**config.mk**
```make
export PLATFORM = sky130hd
export DESIGN_NAME = cv_access_engine
export DESIGN_NICKNAME = d
export VERILOG_FILES = /design/src/rtl/cv_access_pkg.sv /design/src/rtl/cv_decode.sv /design/src/rtl/cv_pair_gate.sv /design/src/rtl/cv_store.sv /design/src/rtl/cv_access_engine.sv
export SDC_FILE = /design/constraint.sdc
export NUM_CORES = 1
export LEC_CHECK = 0
export BUFFER_PORTS_ARGS = -buffer_cell sky130_fd_sc_hd__buf_2
export CAP_MARGIN = 10
export CELL_PAD_IN_SITES_DETAIL_PLACEMENT = 2
export CELL_PAD_IN_SITES_GLOBAL_PLACEMENT = 2
export CORE_MARGIN = 3
export CORE_UTILIZATION = 34
export DETAILED_ROUTE_END_ITERATION = 7
export GPL_ROUTABILITY_DRIVEN = 1
export PLACE_DENSITY_LB_ADDON = 0.1
export SLEW_MARGIN = 20
export SYNTH_ARGS = -nofsm -noshare
export SYNTH_HDL_FRONTEND = slang
export SYNTH_SLANG_ARGS = --single-unit
```
**constraint.sdc**
```tcl
create_clock -name clk -period 2.8 [get_ports clk]
set_clock_uncertainty 0.1 [all_clocks]
set_input_delay 0.56 -clock clk [delete_from_list [all_inputs] [get_ports clk]]
set_output_delay 0.56 -clock clk [all_outputs]
set_load 0.05 [all_outputs]
```
**src/rtl/cv_access_pkg.sv**
```systemverilog
package cv_access_pkg;

    localparam logic [3:0] LONG_FORM_TAG = 4'b1110;
    localparam int         SEL_W         = 10;

    typedef enum logic [2:0] {
        OP_NONE,
        OP_VERIFY_BYTE,
        OP_WRITE_BYTE,
        OP_VERIFY_BIT,
        OP_WRITE_BIT
    } cv_op_e;

    typedef struct packed {
        cv_op_e           op;
        logic [SEL_W-1:0] cv_sel;
        logic [7:0]       value;
        logic [2:0]       bit_pos;
        logic             bit_val;
    } cv_req_t;

    function automatic cv_req_t decode_long_form(input logic [7:0] b0,
                                                 input logic [7:0] b1,
                                                 input logic [7:0] b2);
        cv_req_t r;
        r.cv_sel  = {b0[1:0], b1};
        r.value   = b2;
        r.bit_pos = b2[2:0];
        r.bit_val = b2[3];
        r.op      = OP_NONE;
        if (b0[7:4] == LONG_FORM_TAG) begin
            unique case (b0[3:2])
                2'b01:   r.op = OP_VERIFY_BYTE;
                2'b11:   r.op = OP_WRITE_BYTE;
                2'b10:   r.op = b2[4] ? OP_WRITE_BIT : OP_VERIFY_BIT;
                default: r.op = OP_NONE;
            endcase
        end
        return r;
    endfunction

    function automatic logic is_write_op(input cv_op_e op);
        return (op == OP_WRITE_BYTE) || (op == OP_WRITE_BIT);
    endfunction

endpackage

```
**src/rtl/cv_decode.sv**
```systemverilog
module cv_decode
    import cv_access_pkg::*;
#(
    parameter int NUM_CVS = 8
) (
    input  logic [7:0] byte0,
    input  logic [7:0] byte1,
    input  logic [7:0] byte2,
    input  logic       via_consist,
    output cv_req_t    req,
    output logic       act
);
    logic in_range;

    always_comb begin
        req      = decode_long_form(byte0, byte1, byte2);
        in_range = (32'(req.cv_sel) < NUM_CVS);
        act      = (req.op != OP_NONE) && !via_consist && in_range;
    end
endmodule

```
**src/rtl/cv_pair_gate.sv**
```systemverilog
module cv_pair_gate #(
    parameter int WORD_W = 24
) (
    input  logic              clk,
    input  logic              rst,
    input  logic              strobe,
    input  logic [WORD_W-1:0] word,
    input  logic              is_write,
    output logic              commit
);
    logic              pend_vld;
    logic [WORD_W-1:0] pend_word;

    assign commit = strobe && is_write && pend_vld && (pend_word == word);

    always_ff @(posedge clk) begin
        if (rst) begin
            pend_vld  <= 1'b0;
            pend_word <= '0;
        end else if (strobe) begin
            if (commit) begin
                pend_vld <= 1'b0;
            end else if (is_write) begin
                pend_vld  <= 1'b1;
                pend_word <= word;
            end else begin
                pend_vld <= 1'b0;
            end
        end
    end

    AST_FIRST_COPY_HELD: assert property (@(posedge clk) disable iff (rst)
        (strobe && is_write && !pend_vld) |=> (pend_vld && pend_word == $past(word)))
        else $error("first write copy not held");

    AST_COMMIT_CLEARS: assert property (@(posedge clk) disable iff (rst)
        commit |=> !pend_vld)
        else $error("pending write survived its commit");
endmodule

```
**src/rtl/cv_store.sv**
```systemverilog
module cv_store
    import cv_access_pkg::*;
#(
    parameter int NUM_CVS = 8
) (
    input  logic                 clk,
    input  logic                 rst,
    input  logic                 strobe,
    input  logic                 act,
    input  cv_req_t              req,
    input  logic                 commit,
    output logic [NUM_CVS*8-1:0] contents,
    output logic                 ack_req
);
    localparam int IDX_W = (NUM_CVS > 1) ? $clog2(NUM_CVS) : 1;

    logic [NUM_CVS-1:0][7:0] mem;
    logic [IDX_W-1:0]        idx;
    logic [7:0]              sel_byte;
    logic                    verify_hit;

    assign idx      = req.cv_sel[IDX_W-1:0];
    assign contents = mem;

    for (genvar i = 0; i < NUM_CVS; i++) begin : g_slot
        logic [7:0] slot_q;
        always_ff @(posedge clk) begin
            if (rst) begin
                slot_q <= '0;
            end else if (commit && (32'(idx) == i)) begin
                if (req.op == OP_WRITE_BYTE) slot_q <= req.value;
                else                         slot_q[req.bit_pos] <= req.bit_val;
            end
        end
        assign mem[i] = slot_q;
    end

    always_comb begin
        sel_byte   = mem[idx];
        verify_hit = 1'b0;
        if (strobe && act) begin
            if (req.op == OP_VERIFY_BYTE) verify_hit = (sel_byte == req.value);
            if (req.op == OP_VERIFY_BIT)  verify_hit = (sel_byte[req.bit_pos] == req.bit_val);
        end
    end

    always_ff @(posedge clk) begin
        if (rst) ack_req <= 1'b0;
        else     ack_req <= commit || verify_hit;
    end

    AST_WRITE_ONLY_ON_COMMIT: assert property (@(posedge clk) disable iff (rst)
        !$stable(contents) |-> $past(commit))
        else $error("storage moved without a paired write");

    AST_VERIFY_INERT: assert property (@(posedge clk) disable iff (rst)
        (strobe && (req.op == OP_VERIFY_BYTE || req.op == OP_VERIFY_BIT)) |=> $stable(contents))
        else $error("verify altered storage");
endmodule

```
**src/rtl/cv_access_engine.sv**
```systemverilog
module cv_access_engine
    import cv_access_pkg::*;
#(
    parameter int NUM_CVS = 8
) (
    input  logic                 clk,
    input  logic                 rst,
    input  logic                 cmd_valid,
    input  logic [7:0]           cmd_byte0,
    input  logic [7:0]           cmd_byte1,
    input  logic [7:0]           cmd_byte2,
    input  logic                 via_consist,
    output logic [NUM_CVS*8-1:0] cv_contents,
    output logic                 ack_req
);
    cv_req_t req;
    logic    act;
    logic    is_write;
    logic    commit;

    cv_decode #(.NUM_CVS(NUM_CVS)) u_dec (
        .byte0       (cmd_byte0),
        .byte1       (cmd_byte1),
        .byte2       (cmd_byte2),
        .via_consist (via_consist),
        .req         (req),
        .act         (act)
    );

    assign is_write = act && is_write_op(req.op);

    cv_pair_gate #(.WORD_W(24)) u_pair (
        .clk      (clk),
        .rst      (rst),
        .strobe   (cmd_valid),
        .word     ({cmd_byte0, cmd_byte1, cmd_byte2}),
        .is_write (is_write),
        .commit   (commit)
    );

    cv_store #(.NUM_CVS(NUM_CVS)) u_store (
        .clk      (clk),
        .rst      (rst),
        .strobe   (cmd_valid),
        .act      (act),
        .req      (req),
        .commit   (commit),
        .contents (cv_contents),
        .ack_req  (ack_req)
    );

    AST_CONSIST_INERT: assert property (@(posedge clk) disable iff (rst)
        (cmd_valid && via_consist) |=> ($stable(cv_contents) && !ack_req))
        else $error("consist request acted on");

    AST_RESERVED_INERT: assert property (@(posedge clk) disable iff (rst)
        (cmd_valid && cmd_byte0[3:2] == 2'b00) |=> ($stable(cv_contents) && !ack_req))
        else $error("reserved code acted on");

    AST_RANGE_INERT: assert property (@(posedge clk) disable iff (rst)
        (cmd_valid && 32'({cmd_byte0[1:0], cmd_byte1}) >= NUM_CVS)
        |=> ($stable(cv_contents) && !ack_req))
        else $error("out-of-range selector acted on");

    AST_ACK_AFTER_STROBE: assert property (@(posedge clk) disable iff (rst)
        ack_req |-> $past(cmd_valid))
        else $error("acknowledge without a strobe");
endmodule

```
* Word level (Yosys, flattened, before mapping)
Index checks and enable logic that the tools add are counted.
** Word-level totals
- Register bits :: 90
- Bits of input ports :: 28
- Output and inout bits :: 65
- Logic and storage cells :: 86
** Cells by class
- Magnitude comparators :: 4
- Equal/unequal tests :: 18
- Multiplexer cells :: 30
- Bitwise gates (word level) :: 1
- Reduce and logical (&&, ||, !) cells :: 22
** Operators with widths (number)
- $mux W8 :: 9
- $bwmux W8 :: 8
- $bmux W8 S3 :: 1
- $eq A24 B24 Y1 :: 1
- $logic_and A1 B1 Y1 :: 16
- $eq A3 B3 Y1 const B :: 5
- $eq A3 B2 Y1 const B :: 4
- $lt A10 B4 Y1 const B :: 1
- $pmux W3 S3 :: 1
- $eq A8 B8 Y1 :: 1
- $lt A3 B4 Y1 const B :: 2
- $mux W1 :: 7
- $eq A3 B1 Y1 const B :: 2
- $mux W3 :: 2
- $eq A2 B2 Y1 const B :: 2
- $eq A4 B4 Y1 const B :: 1
- $bmux W1 S3 :: 1
- $demux W1 S3 :: 1
- $ge A3 B1 Y1 const B :: 1
- $logic_not A3 Y1 :: 1
- $reduce_and A3 Y1 :: 1
- $reduce_bool A3 Y1 :: 1
- $eq A2 B1 Y1 const B :: 1
- $logic_or A1 B1 Y1 :: 2
- other kinds (3) :: 3

* Longest topological paths before layout
Gate-level depths: netlist (run 1).
- Word-level depth :: 12
- Mapped depth :: 10

* By module
Synthesis (run 1) repeated with hierarchy kept, for this count alone.
** Unflattened totals
- Cell total of the unflattened synthesis :: 552
- Area, all modules :: 4705.8 µm²
** By module, submodules not included
- cv_store :: instances 1, cells each 423, area each 3334.4 µm²
- cv_pair_gate :: instances 1, cells each 94, area each 1106.1 µm²
- cv_decode :: instances 1, cells each 33, area each 244.0 µm²
- cv_access_engine :: instances 1, cells each 2, area each 21.3 µm²

* Worst setup path after synthesis (run 1)
No wires, ideal clock.
- Kind :: input-to-reg
- From :: input cmd_byte1[2]
- To :: register u_store.ack_req
- Library setup time :: 0.074 ns
- Data arrival time :: 2.350 ns
- Slack :: 0.276 ns
- Stages on the path :: 8
- Cell sequence :: buf_6 > mux4_2 > mux2_2 > xor2_1 > nor4b_1 > nand4_1 > o32a_2 > o21ai_0
** Between the ends
- Cells in the longest elaborated chain, start to end :: 8
- Elaborated cells on any way between the ends :: 18
** Ends and longest elaborated chain
- start: declaration :: line cv_access_engine.sv:10 : input logic [7:0] cmd_byte1,
- $bmux W8 S3 :: line cv_store.sv:39 : sel_byte = mem[idx];
- $mux W8 (implied by the code) :: line cv_store.sv:39
- $bmux W1 S3 :: line cv_store.sv:43 : if (req.op == OP_VERIFY_BIT) verify_hit = (sel_byte[req.bit_pos] == req.bit_val);
- $mux W1 (implied by the code) :: line cv_store.sv:43
- $eq A1 B1 Y1 :: line cv_store.sv:43
- $mux W1 :: line cv_store.sv:43
- $mux W1 :: line cv_store.sv:41 : if (strobe && act) begin
- $logic_or A1 B1 Y1 * :: line cv_store.sv:49 : else ack_req <= commit || verify_hit;
- end signal: assignment :: line cv_store.sv:49
- end: declaration :: line cv_store.sv:13 : output logic ack_req
Every way passes the cells marked *; elsewhere a longest branch is shown, timed or not. The select of a mux whose other input is x is not followed.
A chain may end at the register's enable or synchronous reset.

* Final worst setup path (run 1)
- From :: input cmd_byte0[4]
- To :: register u_store.g_slot[6].slot_q[4]
** Between the ends
- Cells in the longest elaborated chain, start to end :: 10
- Elaborated cells on any way between the ends :: 15
** Ends and longest elaborated chain
- start: declaration :: line cv_access_engine.sv:9 : input logic [7:0] cmd_byte0,
- $eq A4 B4 Y1 :: line cv_access_pkg.sv:31 : if (b0[7:4] == LONG_FORM_TAG) begin
- $mux W3 :: line cv_access_pkg.sv:31
- $reduce_bool A3 Y1 :: line cv_decode.sv:18 : act = (req.op != OP_NONE) && !via_consist && in_range;
- $logic_and A1 B1 Y1 (2 in a row) :: line cv_decode.sv:18
- $logic_and A1 B1 Y1 :: line cv_access_engine.sv:30 : assign is_write = act && is_write_op(req.op);
- $logic_and A1 B1 Y1 (3 in a row) :: line cv_pair_gate.sv:14 : assign commit = strobe && is_write && pend_vld && (pend_word == word);
- $logic_and A1 B1 Y1 :: line cv_store.sv:30 : end else if (commit && (32'(idx) == i)) begin
- end signal: assignment :: line cv_store.sv:31 : if (req.op == OP_WRITE_BYTE) slot_q <= req.value;
- end signal: indexed assignment :: line cv_store.sv:32 : else slot_q[req.bit_pos] <= req.bit_val;
- end: declaration :: line cv_store.sv:26 : logic [7:0] slot_q;
Several ways; a longest one is shown, not always the timed one.

==> results.toml, run 1 <==
[outcome]
status = "complete, no violations"

[clock_network]
numCtsBuffers = 9
clkLatencyLatePin_ps = 350
post_cts_resized = 0
cts_buffer_depth = 2
clkTransAtPathRegs_ps = 60
cts_tree = "built"
cts-root-buf = "clkbuf_16"
clkSinkCount = 90
postCtsSetupBuffers = 0
hold_buffers = 0
h-tree-depth = 3

[floorplanning]
start_util = 0.355
core-area_mm2 = 0.0129
die_area_mm2 = 0.0149
fp.dieH_um = 122
die_width_um = 122
fp-row-count = 41
ios = 93

[global_route]
grt_pass1_vias = 4875
grt_usage = 0.257
grt_pass1_wl_um = 28900
grt_max_degree = 84
antenna_found_initial = 0
overflow = 0

[logic_synthesis]
synth-seq-area-share = 0.394
syn_area_per_cell_um2 = 9.68
synth-seq-cells = 90
syn_inst = 473
synth_warnings = 0
syn_nets = 501
syn-cell-area_mm2 = 0.00458
synth_cell_types = 47
synth_ff_type = "dfxtp_1"
async_flop_share = 0
synth_edf_count = 0

[finish]
fillers = 1391
syn2layout_area_growth_pct = 31.0
fin_area_mm2 = 0.00600
postLayoutCoreUtil = 0.466
drive_above_1_share = 0.364
register_area_mm2 = 0.00180
n_antenna_cell = 0
multi_input_area_mm2 = 0.00260
fin_nets = 645

[pwr]
seq_power_share = 0.447
pwr-share-clk = 0.463
ir_drop_v = 0.000292
power_density_mw_per_mm2 = 478
swShare = 0.242
power.leakage_nw = 2.37
switching_power_mw = 0.694
power.internal_mw = 2.17
power_frac_comb = 0.090

[worst_setup_path]
cp-endpoint = "u_store.g_slot[6].slot_q[4]"
cp_cell_sequence = "buf_2, and4b_1, nand2_1, nor4_2, nand4_2, buf_4, nor3_1, buf_4, a211oi_1"
cp-start-kind = "input port"
rrSetupSlack_ps = 350
r2r-start = "u_pair.pend_word[21]"
crit_type = "input port to register"
cp_max_fo = 8
end_kind = "register"
critPathArrivalTime_ps = 2760
r2r_cells = 8
critPathMostFrequentCell = "buf_4"
startpoint = "cmd_byte0[4]"
max_stage_delay_ps = 450
worstPathRequired_ps = 2890
cp_slowest_cell = "nor4_2"
r2r_end = "u_store.g_slot[6].slot_q[4]"

[timing]
setup_viol = 0
fmax_mhz = 374
finalMaxSlewViolations = 0
final.min_clock_period_ps = 2670
slew_headroom = 0.262
fin_crit_sh = 0.955
tightest_slew_ps = 1100
hold_viol = 0
rsz0062_at_grt = "no"

[drt]
first_iter_violations = 178
drt.antenna.violating_nets = 0
avgViaCountPerCell = 5.66
firstDrtPassIters = 4
routed_wl_um = 18700
drc = 0
wl_per_cell_um = 23.6
vias = 4485

[hold_path]
hold_class = "register to register"

[placed_design]
port_buffers = 92
dp_hpwl_um = 13600
place_area_mm2 = 0.00568
gp_congestion = 0.880

[run]
maxCapViolCount = 0
==> critical path: cells and delay by family <==
family	cells	cell delay, ps
and+or+nand+nor	5	1530
buffers and inverters	3	570
AOI/OAI and AO/OA	1	80
==> Yosys cell counts (4+ instances only) <==
| master | number | area share |
|---|---|---|
| dfxtp_1 | 90 | 0.39 |
| a21oi_1 | 69 | 0.075 |
| a211oi_1 | 60 | 0.098 |
| nor2_1 | 32 | 0.026 |
| xnor2_1 | 24 | 0.046 |
| clkbuf_1 | 20 | 0.016 |
| mux2i_1 | 16 | 0.035 |
| nand3_1 | 14 | 0.015 |
| mux4_2 | 12 | 0.059 |
| nand4_1 | 10 | 0.014 |
| nor3_1 | 10 | 0.011 |
| and2_1 | 9 | 0.012 |
| xor2_1 | 9 | 0.017 |
| a21bo_2 | 8 | 0.017 |
| nand2_1 | 7 | 0.0057 |
| nand2b_1 | 7 | 0.0096 |
| o21ai_0 | 7 | 0.0077 |
| mux2_2 | 6 | 0.015 |
| nor3_4 | 6 | 0.021 |
| o21ai_1 | 6 | 0.0066 |
| buf_2 | 5 | 0.0055 |
| inv_1 | 5 | 0.0041 |
| nor2b_1 | 4 | 0.0055 |
| nor4_4 | 4 | 0.019 |
==> cells in the final DEF, fill, tap and decap left out, types with 3 or more instances in the layout <==
| cell type | instances |
|---|---|
| nor2_1 | 32 |
| mux2i_1 | 16 |
| nor3_1 | 10 |
| buf_4 | 70 |
| a21oi_1 | 69 |
| o21ai_0 | 4 |
| nor4_2 | 3 |
| a211oi_1 | 60 |
| dfxtp_1 | 90 |
| nor4_4 | 4 |
| xor2_1 | 9 |
| nor3_4 | 6 |
| nand4_1 | 10 |
| buf_12 | 3 |
| buf_2 | 92 |
| nand2_1 | 7 |
| nor2b_1 | 4 |
| xnor2_1 | 24 |
| and2_1 | 9 |
| clkbuf_16 | 9 |
| o22ai_1 | 3 |
| o21ai_1 | 9 |
| inv_1 | 5 |
| a21bo_2 | 8 |
| nand3_1 | 14 |
| mux4_2 | 12 |
| nand2b_1 | 7 |
| mux2_2 | 6 |
==> state kept, by name (all words and copies together) (netlist names) <==
register / flops
u_store.g_slot.slot_q: 64
u_pair.pend_vld: 1
u_pair.pend_word: 24
u_store.ack_req: 1
==> power by group through the flow <==
stage | Clock (mW) | Combinational (mW) | Sequential [mW]
floorplan | 0 | 0.145 | 1.31
global placement | 0 | 0.244 | 1.31
detailed placement | 0 | 0.252 | 1.31
CTS | 1.36 | 0.257 | 1.28
global route | 1.41 | 0.278 | 1.28
finish | 1.33 | 0.258 | 1.28
==> worst min path at each step <==
| stage | slack, ps | depth (start not counted) | to | from |
|---|---|---|---|---|
| 2_1_floorplan | 350 | 2 | u_pair.pend_vld | u_pair.pend_vld |
| 4_1_cts | 390 | 1 | u_pair.pend_word[12] | u_pair.pend_word[12] |
| 3_3_place_gp | 360 | 2 | u_pair.pend_vld | u_pair.pend_vld |
| 5_1_grt | 400 | 1 | u_pair.pend_word[11] | u_pair.pend_word[11] |
| 6_report | 390 | 1 | u_pair.pend_word[12] | u_pair.pend_word[12] |
| 3_5_place_dp | 370 | 1 | u_pair.pend_word[12] | u_pair.pend_word[12] |
==> final cells by class <==
| class | count | share of cell area |
|---|---|---|
| Clock inverter | 5 | 0.0131 |
| Clock buffer | 10 | 0.0399 |
| Multi-Input combinational cell | 346 | 0.433 |
| Inverter | 5 | 0.00313 |
| Tap cell | 172 | 0.0359 |
| Timing Repair Buffer | 165 | 0.174 |
| Sequential cell | 90 | 0.301 |
==> through the flow <==
step                worst slack, ps  std cells  power, mW  hold WS, ps  TNS (ps)
floorplan                       276        473       1.45          347         0
global placement              -15.7        778       1.55          360     -56.2
detailed placement             -123        778       1.56          369     -1770
CTS                             123        793       2.89          393         0
global route                   16.1        793       2.96          405         0
finish                          126        793       2.86          386         0
==> per-layer routing <==
| layer | part of all wire | vias up | track usage |
|---|---|---|---|
| li1 | - | 2065 | - |
| met1 | 0.45 | 2284 | 0.343 |
| met2 | 0.49 | 111 | 0.433 |
| met3 | 0.038 | 25 | 0.0344 |
| met4 | 0.020 | 0 | 0.0805 |
| met5 | 0 | - | 0 |
==> cell families after synthesis <==
family | count (synthesis) | synth area share
buffers and inverters | 37 | 0.0391
multiplexers | 34 | 0.109
AO/OA/AOI/OAI | 160 | 0.223
XOR/XNOR | 33 | 0.0631
flip-flops | 90 | 0.394
AND/OR/NAND/NOR | 119 | 0.173
Note: power is estimated with default switching activity, not from simulation.
==> inputs of run 2 (changes only) <==
- ABC_AREA: not set -> 1
- CORE_UTILIZATION: 34 -> 29
- CTS_CLUSTER_DIAMETER: not set -> 60
==> run 2 against run 1 <==
Non-clock buffer count shrank 49. Largest cell class unchanged. Global-route usage shrank 3.1 points. Fmax grew 16%. Worst hold slack lost 29 ps. Sequential power is essentially flat. Routed wire length grew 24%. Synthesized cell count grew 100%. Worst setup slack gained 360 ps. Utilization shrank 11 points.
==> results.toml, run 2 <==
[outcome]
status = "complete, no violations"

[finish]
final_common_cell = "nand2_1"
postLayoutCoreUtil = 0.359
syn2layout_area_growth_pct = 18.9
fin_nets = 1057
largest_reg_flops = 64
reg_top3 = "u_store.g_slot.slot_q (64), u_pair.pend_word (24)"
n_antenna_cell = 0
regMostFlops = "u_store.g_slot.slot_q"
final_cell_mix = "nand2_1 (279), nor2_1 (172), inv_1 (120)"
drive_above_1_share = 0.146

[placed_design]
gp_congestion = 0.794
dp_hpwl_um = 17400
port_buffers = 92

[timing]
slew_headroom = 0.479
fin_crit_sh = 0.826
hold_viol = 0
rsz0062_at_grt = "no"
setup_viol = 0
setup_tns_ps = 0
finalMaxSlewViolations = 0
tightest_slew_ps = 776
final.min_clock_period_ps = 2310
fmax_mhz = 432

[clock_network]
hold_buffers = 0
numCtsBuffers = 9
cts_buffer_depth = 2
clkLatencyLatePin_ps = 350
clkTransAtPathRegs_ps = 70
postCtsSetupBuffers = 0
h-tree-depth = 3
clkSinkCount = 90
cts-root-buf = "clkbuf_16"
post_cts_resized = 0
cts_tree = "built"

[logic_synthesis]
synth_cell_types = 32
synth_warnings = 0
syn_area_per_cell_um2 = 5.86
yosys-top-cells-area = "dfxtp_1 (33%), nand2_1 (19%), nor2_1 (12%), nand4_1 (8.6%), inv_1 (8.1%)"
yosysMostFrequentCell = "nand2_1"
synth-seq-area-share = 0.325
syn-cell-area_mm2 = 0.00554
synth-seq-cells = 90
ys_top_cells_by_count = "nand2_1 (279), nor2_1 (172), inv_1 (120), dfxtp_1 (90), nand4_1 (76)"
yosysTopAreaCell = "dfxtp_1"
synth_ff_type = "dfxtp_1"
synth_top_area_share = 0.325
synth_edf_count = 0
async_flop_share = 0
syn_nets = 973
syn_inst = 945

[drt]
avgViaCountPerCell = 5.05
routed_wl_um = 23100
first_iter_violations = 228
met2WireLength_um = 11200
top_layer_used = "met4"
drt.antenna.violating_nets = 0
m1WireLength_um = 10900
drc = 0
wl_met3_um = 693
wl_per_cell_um = 18.3
firstDrtPassIters = 4
vias = 6369

[worst_setup_path]
critPathArrivalTime_ps = 2440
end_kind = "register"
r2r-start = "u_pair.pend_word[22]"
rrSetupSlack_ps = 620
path_depth = 14
max_stage_delay_ps = 280
cp_slowest_cell = "clkinv_1"
cp_max_fo = 31
r2r_cells = 9
startpoint = "cmd_byte1[0]"
cp-endpoint = "u_store.ack_req"
cp_cell_sequence = "buf_2, buf_4, nand2_1, clkinv_1, nand2_1, nand3_1, nand3_1, nand2_1, nor2_1, nand2_1, nand2_1, nand3_1, nand3_1, a21oi_1"
worstPathRequired_ps = 2930
critPathMostFrequentCell = "nand2_1"
cp-start-kind = "input port"
critPathTopFamily = "simple AND/OR/NAND/NOR gates"
r2r_end = "u_store.g_slot[2].slot_q[3]"
crit_type = "input port to register"
worst-path-buf-inv = 3

[floorplanning]
fp.dieH_um = 144
die_area_mm2 = 0.0208
core-area_mm2 = 0.0183
fp-row-count = 49
ios = 93
die_width_um = 144
start_util = 0.302

[global_route]
antenna_found_initial = 0
grt_max_degree = 42
grt_usage = 0.226
grt_pass1_wl_um = 36800
overflow = 0
grt_pass1_vias = 6729

[run]
maxCapViolCount = 0

[pwr]
total_power_mw = 2.89
ir_drop_v = 0.000272
power_density_mw_per_mm2 = 439
power.leakage_nw = 3.48

[hold_path]
hold_class = "register to register"
==> run 2: logic make-up after synthesis <==
family,count (synthesis),share of synthesized area
compound gates,59,0.0572
xor+xnor,4,0.00633
buf+inv,173,0.129
flops,90,0.325
simple gates,619,0.483
==> run 2: layout make-up <==
class                      count  area, um2
timing repair buffer         116        678
fill                        2361      11700
clock inverter                 2       35.0
sequential                    90       1800
inverter                     130        488
tap                          229        287
multi-input combinational    682       3030
clock buffer                  13        270
==> run 2: worst min-delay path, delay by kind of cell, from the launching register on <==
kind          cells  cell delay (ps)
simple gates      1               70
buf+inv           1               30
flops             1              310
==> run 2: metal layers <==
layer,GRT usage,vias to the layer above
li1,-,3155
met1,0.296,3098
met2,0.395,98
met3,0.0360,18
met4,0.0466,0
met5,0,-
==> run 2: report_power, final <==
part	leakage [nW]	internal, mW	switching (mW)
logic	2.60	0.0716	0.223
registers	0.724	1.28	0.000000790
clock network	0.152	0.761	0.553
total	3.48	2.11	0.776
==> run 2: worst min-delay path by stage <==
stage	startpoint	to	slack, ps	cells past startpoint
floorplan	u_pair.pend_word[11]	u_pair.pend_word[11]	330	2
global placement	u_pair.pend_word[11]	u_pair.pend_word[11]	350	2
detailed placement	u_pair.pend_word[11]	u_pair.pend_word[11]	350	2
CTS	u_pair.pend_word[11]	u_pair.pend_word[11]	360	2
global route	u_pair.pend_word[11]	u_pair.pend_word[11]	370	2
finish	u_pair.pend_word[11]	u_pair.pend_word[11]	360	2
==> run 2: through the flow <==
step | hold slack [ps] | setup slack (ps) | instances | cell area (um2)
after global placement | 348 | 190 | 1247 | 6280
after floorplan | 333 | 701 | 945 | 5540
final | 357 | 487 | 1262 | 6590
after detailed placement | 349 | 167 | 1247 | 6280
after global routing | 369 | 258 | 1262 | 6590
after CTS | 360 | 482 | 1262 | 6590
